<file path="config.mk">
export PLATFORM = sky130hd
export DESIGN_NAME = wram_addr_top
export DESIGN_NICKNAME = d
export VERILOG_FILES = /design/src/rtl/wram_pkg.sv /design/src/rtl/wram_axis.sv /design/src/rtl/wram_cmd_fsm.sv /design/src/rtl/wram_addr_map.sv /design/src/rtl/wram_addr_top.sv
export SDC_FILE = /design/constraint.sdc
export NUM_CORES = 1
export LEC_CHECK = 0
export BUFFER_PORTS_ARGS = -buffer_cell sky130_fd_sc_hd__buf_2
export CORE_ASPECT_RATIO = 1.1
export CORE_MARGIN = 3
export CORE_UTILIZATION = 35
export CTS_BUF_LIST = sky130_fd_sc_hd__clkbuf_8
export CTS_CLUSTER_SIZE = 30
export DETAILED_ROUTE_END_ITERATION = 12
export PLACE_DENSITY = 0.64
export SLEW_MARGIN = 20
export SYNTH_ARGS = -nofsm -noshare
export SYNTH_HDL_FRONTEND = slang
export SYNTH_SLANG_ARGS = --single-unit
</file>
<file path="constraint.sdc">
create_clock -name clk -period 1.9 [get_ports clk]
set_clock_uncertainty 0.2 [all_clocks]
set_input_delay 0.285 -clock clk [delete_from_list [all_inputs] [get_ports clk]]
set_output_delay 0.285 -clock clk [all_outputs]
set_load 0.1 [all_outputs]
</file>
<file path="src/rtl/wram_pkg.sv">
package wram_pkg;

    localparam logic [7:0] OP_SWRST  = 8'h12;
    localparam logic [7:0] OP_WR_LO  = 8'h24;
    localparam logic [7:0] OP_WR_HI  = 8'h26;
    localparam logic [7:0] OP_XWIN   = 8'h44;
    localparam logic [7:0] OP_YWIN   = 8'h45;
    localparam logic [7:0] OP_XCUR   = 8'h4E;
    localparam logic [7:0] OP_YCUR   = 8'h4F;

    typedef enum logic [2:0] {
        ST_IDLE,
        ST_XWIN,
        ST_YWIN,
        ST_XCUR,
        ST_YCUR,
        ST_WRITE
    } wram_state_e;

endpackage

</file>
<file path="src/rtl/wram_axis.sv">
module wram_axis #(
    parameter int W       = 8,
    parameter int RST_END = 15
) (
    input  logic         clk,
    input  logic         rst_n,
    input  logic         clr,
    input  logic         ld_start,
    input  logic         ld_end,
    input  logic         ld_cur,
    input  logic [W-1:0] ld_val,
    input  logic         step,
    output logic [W-1:0] cur,
    output logic         at_end
);

    localparam logic [W-1:0] END_HOME = W'(RST_END);

    logic [W-1:0] start_q, end_q, cur_q;

    always_ff @(posedge clk or negedge rst_n) begin
        if (!rst_n) begin
            start_q <= '0;
            end_q   <= END_HOME;
            cur_q   <= '0;
        end else if (clr) begin
            start_q <= '0;
            end_q   <= END_HOME;
            cur_q   <= '0;
        end else begin
            if (ld_start) start_q <= ld_val;
            if (ld_end)   end_q   <= ld_val;
            if (ld_cur)   cur_q   <= ld_val;
            else if (step) cur_q  <= (cur_q == end_q) ? start_q : cur_q + 1'b1;
        end
    end

    assign cur    = cur_q;
    assign at_end = (cur_q == end_q);

    AST_STEP_WRAP: assert property (@(posedge clk) disable iff (!rst_n)
        (step && at_end && !clr && !ld_cur && !ld_start) |=> (cur == $past(start_q)));
    AST_STEP_INC: assert property (@(posedge clk) disable iff (!rst_n)
        (step && !at_end && !clr && !ld_cur) |=> (cur == $past(cur) + 1'b1));
    AST_CLR_HOME: assert property (@(posedge clk) disable iff (!rst_n)
        clr |=> (cur == '0 && at_end == (END_HOME == '0)));

endmodule

</file>
<file path="src/rtl/wram_cmd_fsm.sv">
module wram_cmd_fsm
    import wram_pkg::*;
#(
    parameter int XW = 8,
    parameter int YW = 9
) (
    input  logic          clk,
    input  logic          rst_n,
    input  logic          in_valid,
    input  logic          in_is_cmd,
    input  logic [7:0]    in_byte,
    input  logic          gray_mode,
    output logic          clr,
    output logic          x_ld_start,
    output logic          x_ld_end,
    output logic          x_ld_cur,
    output logic [XW-1:0] x_val,
    output logic          y_ld_start,
    output logic          y_ld_end,
    output logic          y_ld_cur,
    output logic [YW-1:0] y_val,
    output logic          wr_fire,
    output logic          wr_plane
);

    wram_state_e state_q, state_n;
    logic [1:0]  idx_q, idx_n;
    logic [7:0]  lo_q, lo_n;
    logic        plane_q, plane_n;
    logic        cmd_stb, data_stb;

    assign cmd_stb  = in_valid &  in_is_cmd;
    assign data_stb = in_valid & ~in_is_cmd;

    always_ff @(posedge clk or negedge rst_n) begin
        if (!rst_n) begin
            state_q <= ST_IDLE;
            idx_q   <= '0;
            lo_q    <= '0;
            plane_q <= 1'b0;
        end else begin
            state_q <= state_n;
            idx_q   <= idx_n;
            lo_q    <= lo_n;
            plane_q <= plane_n;
        end
    end

    always_comb begin
        state_n = state_q;
        idx_n   = idx_q;
        lo_n    = lo_q;
        plane_n = plane_q;
        if (cmd_stb) begin
            idx_n = '0;
            case (in_byte)
                OP_XWIN:  state_n = ST_XWIN;
                OP_YWIN:  state_n = ST_YWIN;
                OP_XCUR:  state_n = ST_XCUR;
                OP_YCUR:  state_n = ST_YCUR;
                OP_WR_LO: begin state_n = ST_WRITE; plane_n = 1'b0; end
                OP_WR_HI: begin state_n = ST_WRITE; plane_n = 1'b1; end
                default:  state_n = ST_IDLE;
            endcase
        end else if (data_stb) begin
            lo_n  = in_byte;
            idx_n = idx_q + 2'd1;
            unique case (state_q)
                ST_IDLE:  state_n = ST_IDLE;
                ST_XWIN:  if (idx_q == 2'd1) state_n = ST_IDLE;
                ST_YWIN:  if (idx_q == 2'd3) state_n = ST_IDLE;
                ST_XCUR:  state_n = ST_IDLE;
                ST_YCUR:  if (idx_q == 2'd1) state_n = ST_IDLE;
                ST_WRITE: state_n = ST_WRITE;
            endcase
        end
    end

    always_comb begin
        clr        = cmd_stb && (in_byte == OP_SWRST);
        x_ld_start = 1'b0;
        x_ld_end   = 1'b0;
        x_ld_cur   = 1'b0;
        y_ld_start = 1'b0;
        y_ld_end   = 1'b0;
        y_ld_cur   = 1'b0;
        wr_fire    = 1'b0;
        wr_plane   = plane_q;
        x_val      = gray_mode ? XW'(in_byte) + 1'b1 : XW'(in_byte);
        y_val      = YW'({in_byte, lo_q});
        if (data_stb) begin
            unique case (state_q)
                ST_IDLE:  ;
                ST_XWIN:  begin
                    x_ld_start = (idx_q == 2'd0);
                    x_ld_end   = (idx_q == 2'd1);
                end
                ST_YWIN:  begin
                    y_ld_start = (idx_q == 2'd1);
                    y_ld_end   = (idx_q == 2'd3);
                end
                ST_XCUR:  x_ld_cur = 1'b1;
                ST_YCUR:  y_ld_cur = (idx_q == 2'd1);
                ST_WRITE: wr_fire  = 1'b1;
            endcase
        end
    end

    AST_CUR_ARGS_DONE: assert property (@(posedge clk) disable iff (!rst_n)
        (state_q == ST_XCUR && data_stb) |=> (state_q == ST_IDLE));
    AST_PLANE_HELD: assert property (@(posedge clk) disable iff (!rst_n)
        (state_q == ST_WRITE && !cmd_stb) |=> (state_q == ST_WRITE && $stable(plane_q)));
    AST_IDLE_SILENT: assert property (@(posedge clk) disable iff (!rst_n)
        (state_q == ST_IDLE) |-> !(wr_fire || x_ld_cur || y_ld_cur));

endmodule

</file>
<file path="src/rtl/wram_addr_map.sv">
module wram_addr_map #(
    parameter int XW   = 8,
    parameter int YW   = 9,
    parameter int AW   = 13,
    parameter int BPR  = 16,
    parameter int ROWS = 296
) (
    input  logic [XW-1:0] x,
    input  logic [YW-1:0] y,
    output logic [AW-1:0] lin,
    output logic          in_range
);

    localparam int SW  = XW + YW;
    localparam int BSH = $clog2(BPR);

    logic [SW-1:0] wide;

    generate
        if ((BPR & (BPR - 1)) == 0) begin : g_shift
            assign wide = (SW'(y) << BSH) + SW'(x);
        end else begin : g_mult
            assign wide = SW'(y) * SW'(BPR) + SW'(x);
        end
    endgenerate

    assign lin      = AW'(wide);
    assign in_range = ({1'b0, x} < (XW+1)'(BPR)) && ({1'b0, y} < (YW+1)'(ROWS));

endmodule

</file>
<file path="src/rtl/wram_addr_top.sv">
module wram_addr_top
    import wram_pkg::*;
#(
    parameter int  WIDTH_PIX = 128,
    parameter int  HEIGHT    = 296,
    localparam int BPR       = WIDTH_PIX / 8,
    localparam int RAM_BYTES = BPR * HEIGHT,
    localparam int AW        = $clog2(RAM_BYTES),
    localparam int YW        = $clog2(HEIGHT),
    localparam int XW        = 8
) (
    input  logic          clk,
    input  logic          rst_n,
    input  logic          in_valid,
    input  logic          in_is_cmd,
    input  logic [7:0]    in_byte,
    input  logic          gray_mode,
    output logic          ram_we,
    output logic          ram_plane,
    output logic [AW-1:0] ram_addr,
    output logic [7:0]    ram_data
);

    logic          clr, wr_fire, wr_plane;
    logic          x_ld_start, x_ld_end, x_ld_cur;
    logic          y_ld_start, y_ld_end, y_ld_cur;
    logic [XW-1:0] x_val, x_cur;
    logic [YW-1:0] y_val, y_cur;
    logic          x_at_end, y_at_end;
    logic [AW-1:0] lin;
    logic          in_range;

    wram_cmd_fsm #(.XW(XW), .YW(YW)) u_fsm (
        .clk(clk), .rst_n(rst_n),
        .in_valid(in_valid), .in_is_cmd(in_is_cmd), .in_byte(in_byte),
        .gray_mode(gray_mode), .clr(clr),
        .x_ld_start(x_ld_start), .x_ld_end(x_ld_end), .x_ld_cur(x_ld_cur), .x_val(x_val),
        .y_ld_start(y_ld_start), .y_ld_end(y_ld_end), .y_ld_cur(y_ld_cur), .y_val(y_val),
        .wr_fire(wr_fire), .wr_plane(wr_plane)
    );

    wram_axis #(.W(XW), .RST_END(BPR - 1)) u_xaxis (
        .clk(clk), .rst_n(rst_n), .clr(clr),
        .ld_start(x_ld_start), .ld_end(x_ld_end), .ld_cur(x_ld_cur), .ld_val(x_val),
        .step(wr_fire), .cur(x_cur), .at_end(x_at_end)
    );

    wram_axis #(.W(YW), .RST_END(HEIGHT - 1)) u_yaxis (
        .clk(clk), .rst_n(rst_n), .clr(clr),
        .ld_start(y_ld_start), .ld_end(y_ld_end), .ld_cur(y_ld_cur), .ld_val(y_val),
        .step(wr_fire && x_at_end), .cur(y_cur), .at_end(y_at_end)
    );

    wram_addr_map #(.XW(XW), .YW(YW), .AW(AW), .BPR(BPR), .ROWS(HEIGHT)) u_map (
        .x(x_cur), .y(y_cur), .lin(lin), .in_range(in_range)
    );

    always_ff @(posedge clk or negedge rst_n) begin
        if (!rst_n) begin
            ram_we    <= 1'b0;
            ram_plane <= 1'b0;
            ram_addr  <= '0;
            ram_data  <= '0;
        end else begin
            ram_we <= wr_fire && in_range;
            if (wr_fire) begin
                ram_plane <= wr_plane;
                ram_addr  <= lin;
                ram_data  <= in_byte;
            end
        end
    end

    AST_WE_IN_RAM: assert property (@(posedge clk) disable iff (!rst_n)
        ram_we |-> ({1'b0, ram_addr} < (AW+1)'(RAM_BYTES)));
    AST_WE_AFTER_DATA: assert property (@(posedge clk) disable iff (!rst_n)
        ram_we |-> $past(in_valid && !in_is_cmd));
    AST_Y_HOLDS_MIDROW: assert property (@(posedge clk) disable iff (!rst_n)
        (wr_fire && !x_at_end && !clr && !y_ld_cur) |=> $stable(y_cur));
    AST_Y_END_SEEN: assert property (@(posedge clk) disable iff (!rst_n)
        (wr_fire && x_at_end && !y_at_end && !clr && !y_ld_cur) |=> (y_cur == $past(y_cur) + 1'b1));

endmodule

</file>
==> summary.txt <==
Clocking
  • CTS tree: yes
  • CTS clk-pin slew, worst paths: about 0.080 ns
  • Skew-Pair Late Insertion Delay: ~0.36 ns
  • CTS HTree Levels: 3
  • CTS Buf Count: 9
  • Root buffer cell: clkbuf_8
  • CTS Buffer Depth: 2
  • Sink Count: just under 90

Route
  • Vias: 3955
  • Post-DRT Antenna Nets: 0
  • Via density: about 5.2
  • DRC Markers: 0
  • Drt wl/cell: 15.9 um
  • Initial DRC count: 226
  • First-pass detailed-route iteration total: 4
  • Final wirelength: 12.0 mm

Floorplan
  • I/O pin count: 36
  • Die Y: 128 um
  • Row count: 43
  • Die W: 117 um
  • DIE AREA: 14900 um^2
  • Core Area: between 10000 and 15000 um^2
  • Initial Utilization: 0.365

Timing
  • Slew headroom: 0.646
  • Final worst slack: -0.223 ns
  • Post-route clock period utilization: 1.12
  • Final Setup Violations: 20
  • Final Hold Fails: 0
  • Hold Slack: approximately 0.094 ns
  • Fmax: 471 MHz
  • Min cycle time layout: 2.12 ns
  • Least-Margin Pin Slew: 0.531 ns
  • Number of max-slew violations in the final report: 0
  • RSZ-0062 raised after global routing: true
  • Sum Neg Setup Slack: -2.64 ns

Place
  • Port buffer count: 35
  • Placer Congestion: approximately 0.95
  • Post-DP HPWL: 9.00 mm
  • DP Area: ~5600 um^2
  • Pre-CTS WS: -0.198 ns

Critical path
  • Crit path max-delay family: flip-flops
  • Endpoint class of the critical path: register
  • Crit path depth: 8
  • CP Max Fanout: 5
  • Critical Path AT: 2.22 ns
  • R2R Setup Slk: -0.22 ns
  • Reg2reg end: u_xaxis.cur[3]$_DFFE_PN0P_
  • Critical path class: register to register
  • CP Cell Sequence: xor2_1 -> nor4_2 -> nand2_2 -> buf_6 -> buf_4 -> mux2i_2 -> o21a_1 -> a21oi_2
  • CP max stage delay: 0.54 ns
  • Reg2reg start: u_xaxis.end_q[0]$_DFFE_PN1P_
  • WP buf/inv: 2
  • Startpoint types: register
  • CP max stage cell: dfstp_2
  • FF-to-FF path depth: 8
  • Worst Path Required: roughly 2.0 ns

Logic synthesis
  • Yosys cell types: 54
  • Syn_nets: ~520
  • Sequential area share after synthesis: 0.469
  • Synthesis-stage register bit count: 88
  • Synth Cell Area: 4710 um^2
  • Mapped Cells: 495
  • Share of Yosys cell area claimed by the top area cell type: 0.419
  • Post-synth EDFFs: 0
  • Synth async-reset ratio: 1.00
  • Top-count cell post-synth: nand2_1
  • Synth cell count leaders: 106 x nand2_1, 79 x dfrtp_1, 45 x nor2_1
  • Synth top area cells: dfrtp_1 42%, nand2_1 8.4%, mux2i_1 6.6%
  • Warnings, synthesis: 0
  • Syn Area/Cell: 9.52 um^2
  • Primary FF master, synth: dfrtp_1
  • Cell taking the most area after synthesis: dfrtp_1

Power
  • Clock power frac: 0.314
  • Lkg Pwr: 3.10 nW
  • Power Density: ~610 nW/um^2
  • Switch share: 0.268
  • VDD IR max: 0.287 mV
  • Combinational Power Share: 0.142
  • Sw Pwr: just under 1 mW
  • Internal: 2.67 mW
  • Reg power frac: 0.544

Global route
  • Overflow after GRT: 0
  • Global-route wire length before repair: between 15 and 20 mm
  • GRT Total Usage: 0.168
  • Largest net degree at the start of global routing: 37
  • Initial antenna violation count: 0
  • Vias in the first global route: slightly below 4000

Final layout
  • Nets: 622
  • Fillers: between 1000 and 1500
  • Final instance area: 5950 um^2
  • Proportion of layout cells with a drive suffix above 1: 0.292
  • Antenna cell count: 0
  • Area grow syn2layout: 26.2%

Hold path
  • Worst min path class: primary input to register
  • HP Start: in_byte[7]
  • Worst Hold Depth: 4
  • Worst Hold Endpoint: ram_data[7]$_DFFE_PN0P_

Status
  • Run status: complete, but fails checks
  • Failing checks: setup timing

Job
  • Max_cap viols: 0
-- worst register-to-register path: cells and delay by family (launching register included) --
family | cells | cell delay (ns)
multiplexers | 1 | 0.14
buffers and inverters | 2 | 0.30
AO/OA/AOI/OAI | 2 | 0.28
AND/OR/NAND/NOR | 2 | 0.54
XOR/XNOR | 1 | 0.07
flip-flops | 1 | 0.54
-- repair_timing --
item                                   4_1_cts  5_1_grt
setup endpoints to repair                   22       25
endpoints found under the hold margin       25        0
pin swaps                                   17       16
hold buffers                                 3        0
setup buffers                                7        2
cloned                                       1        0
gates resized for setup                     19       17
-- power by group through the flow --
stage / registers (mW) / clock network [mW] / logic [mW]
finish: 1.98 / 1.14 / 0.517
floorplan: 2.00 / 0 / 0.266
detailed placement: 2.02 / 0 / 0.445
CTS: 1.98 / 1.18 / 0.491
global route: 1.99 / 1.26 / 0.562
global placement: 2.01 / 0 / 0.434
-- kinds of logic after synthesis --
group | count (synthesis) | share of synthesized area
AO/OA/AOI/OAI | 81 | 0.111
flip-flops | 88 | 0.469
multiplexers | 33 | 0.0714
AND/OR/NAND/NOR | 204 | 0.198
XOR/XNOR | 43 | 0.0799
adder cells (fa/ha/maj) | 15 | 0.0414
buffers and inverters | 31 | 0.0289
-- worst max path at each step --
stage                                       startpoint                         end  slack, ns
after floorplan           u_xaxis.end_q[0]$_DFFE_PN1P_  u_xaxis.cur[5]$_DFFE_PN0P_      -0.06
after global placement    u_xaxis.end_q[0]$_DFFE_PN1P_  u_xaxis.cur[1]$_DFFE_PN0P_      -0.16
after detailed placement  u_yaxis.end_q[1]$_DFFE_PN1P_  u_yaxis.cur[1]$_DFFE_PN0P_      -0.20
after CTS                 u_yaxis.end_q[8]$_DFFE_PN1P_  u_yaxis.cur[1]$_DFFE_PN0P_      -0.22
after global routing      u_xaxis.end_q[0]$_DFFE_PN1P_  u_xaxis.cur[2]$_DFFE_PN0P_      -0.34
final                     u_xaxis.end_q[0]$_DFFE_PN1P_  u_xaxis.cur[3]$_DFFE_PN0P_      -0.22
-- flip-flops by register name, summed over array words and instances, names as in the netlist, 3 cells and up --
name             flops
ram_addr            13
u_fsm.lo_q           8
u_yaxis.start_q      9
u_fsm.state_q        3
u_xaxis.end_q        8
u_xaxis.cur          8
u_yaxis.cur          9
ram_data             8
u_yaxis.end_q        9
u_xaxis.start_q      8
-- cells in the final DEF (no fill, tap or decap), types with 4 or more instances in the layout --
master	instances
and3_1	6
buf_6	5
nor2b_1	4
nor2_1	43
xnor2_1	15
inv_1	6
dfstp_2	9
dfrtp_1	76
o21ai_0	4
xnor2_2	5
mux2i_1	29
clkbuf_8	10
nand4_1	7
nand2_1	104
xor2_1	22
o21ai_1	23
a221o_1	9
nand3_1	11
buf_2	34
buf_4	71
ha_1	11
a31oi_1	7
clkinv_2	4
a21oi_1	14
-- layer usage --
| layer | track usage | share of wire |
|---|---|---|
| met1 | 0.233 | 0.46 |
| met2 | 0.270 | 0.47 |
| met3 | 0.0307 | 0.050 |
| met4 | 0.0479 | 0.013 |
| met5 | 0 | 0 |
-- metrics by stage --
stage          utilization  cells  power [mW]
3_3_place_gp         0.430    729        2.45
4_1_cts              0.455    756        3.65
3_5_place_dp         0.430    729        2.46
2_1_floorplan            -    495        2.27
5_1_grt              0.461    756        3.81
6_report             0.461    756        3.65
-- final cells by class --
cell class | count | area (um^2) | area share
multi-input cells | 376 | 2530 | 0.425
flip-flops and latches | 88 | 2220 | 0.373
repair buffers | 115 | 830 | 0.139
well taps | 157 | 196 | 0.0330
clock buffers | 10 | 138 | 0.0231
clock inverters | 6 | 27.5 | 0.00463
inverters | 4 | 15.0 | 0.00252
Power figures use the tool's default switching activity.
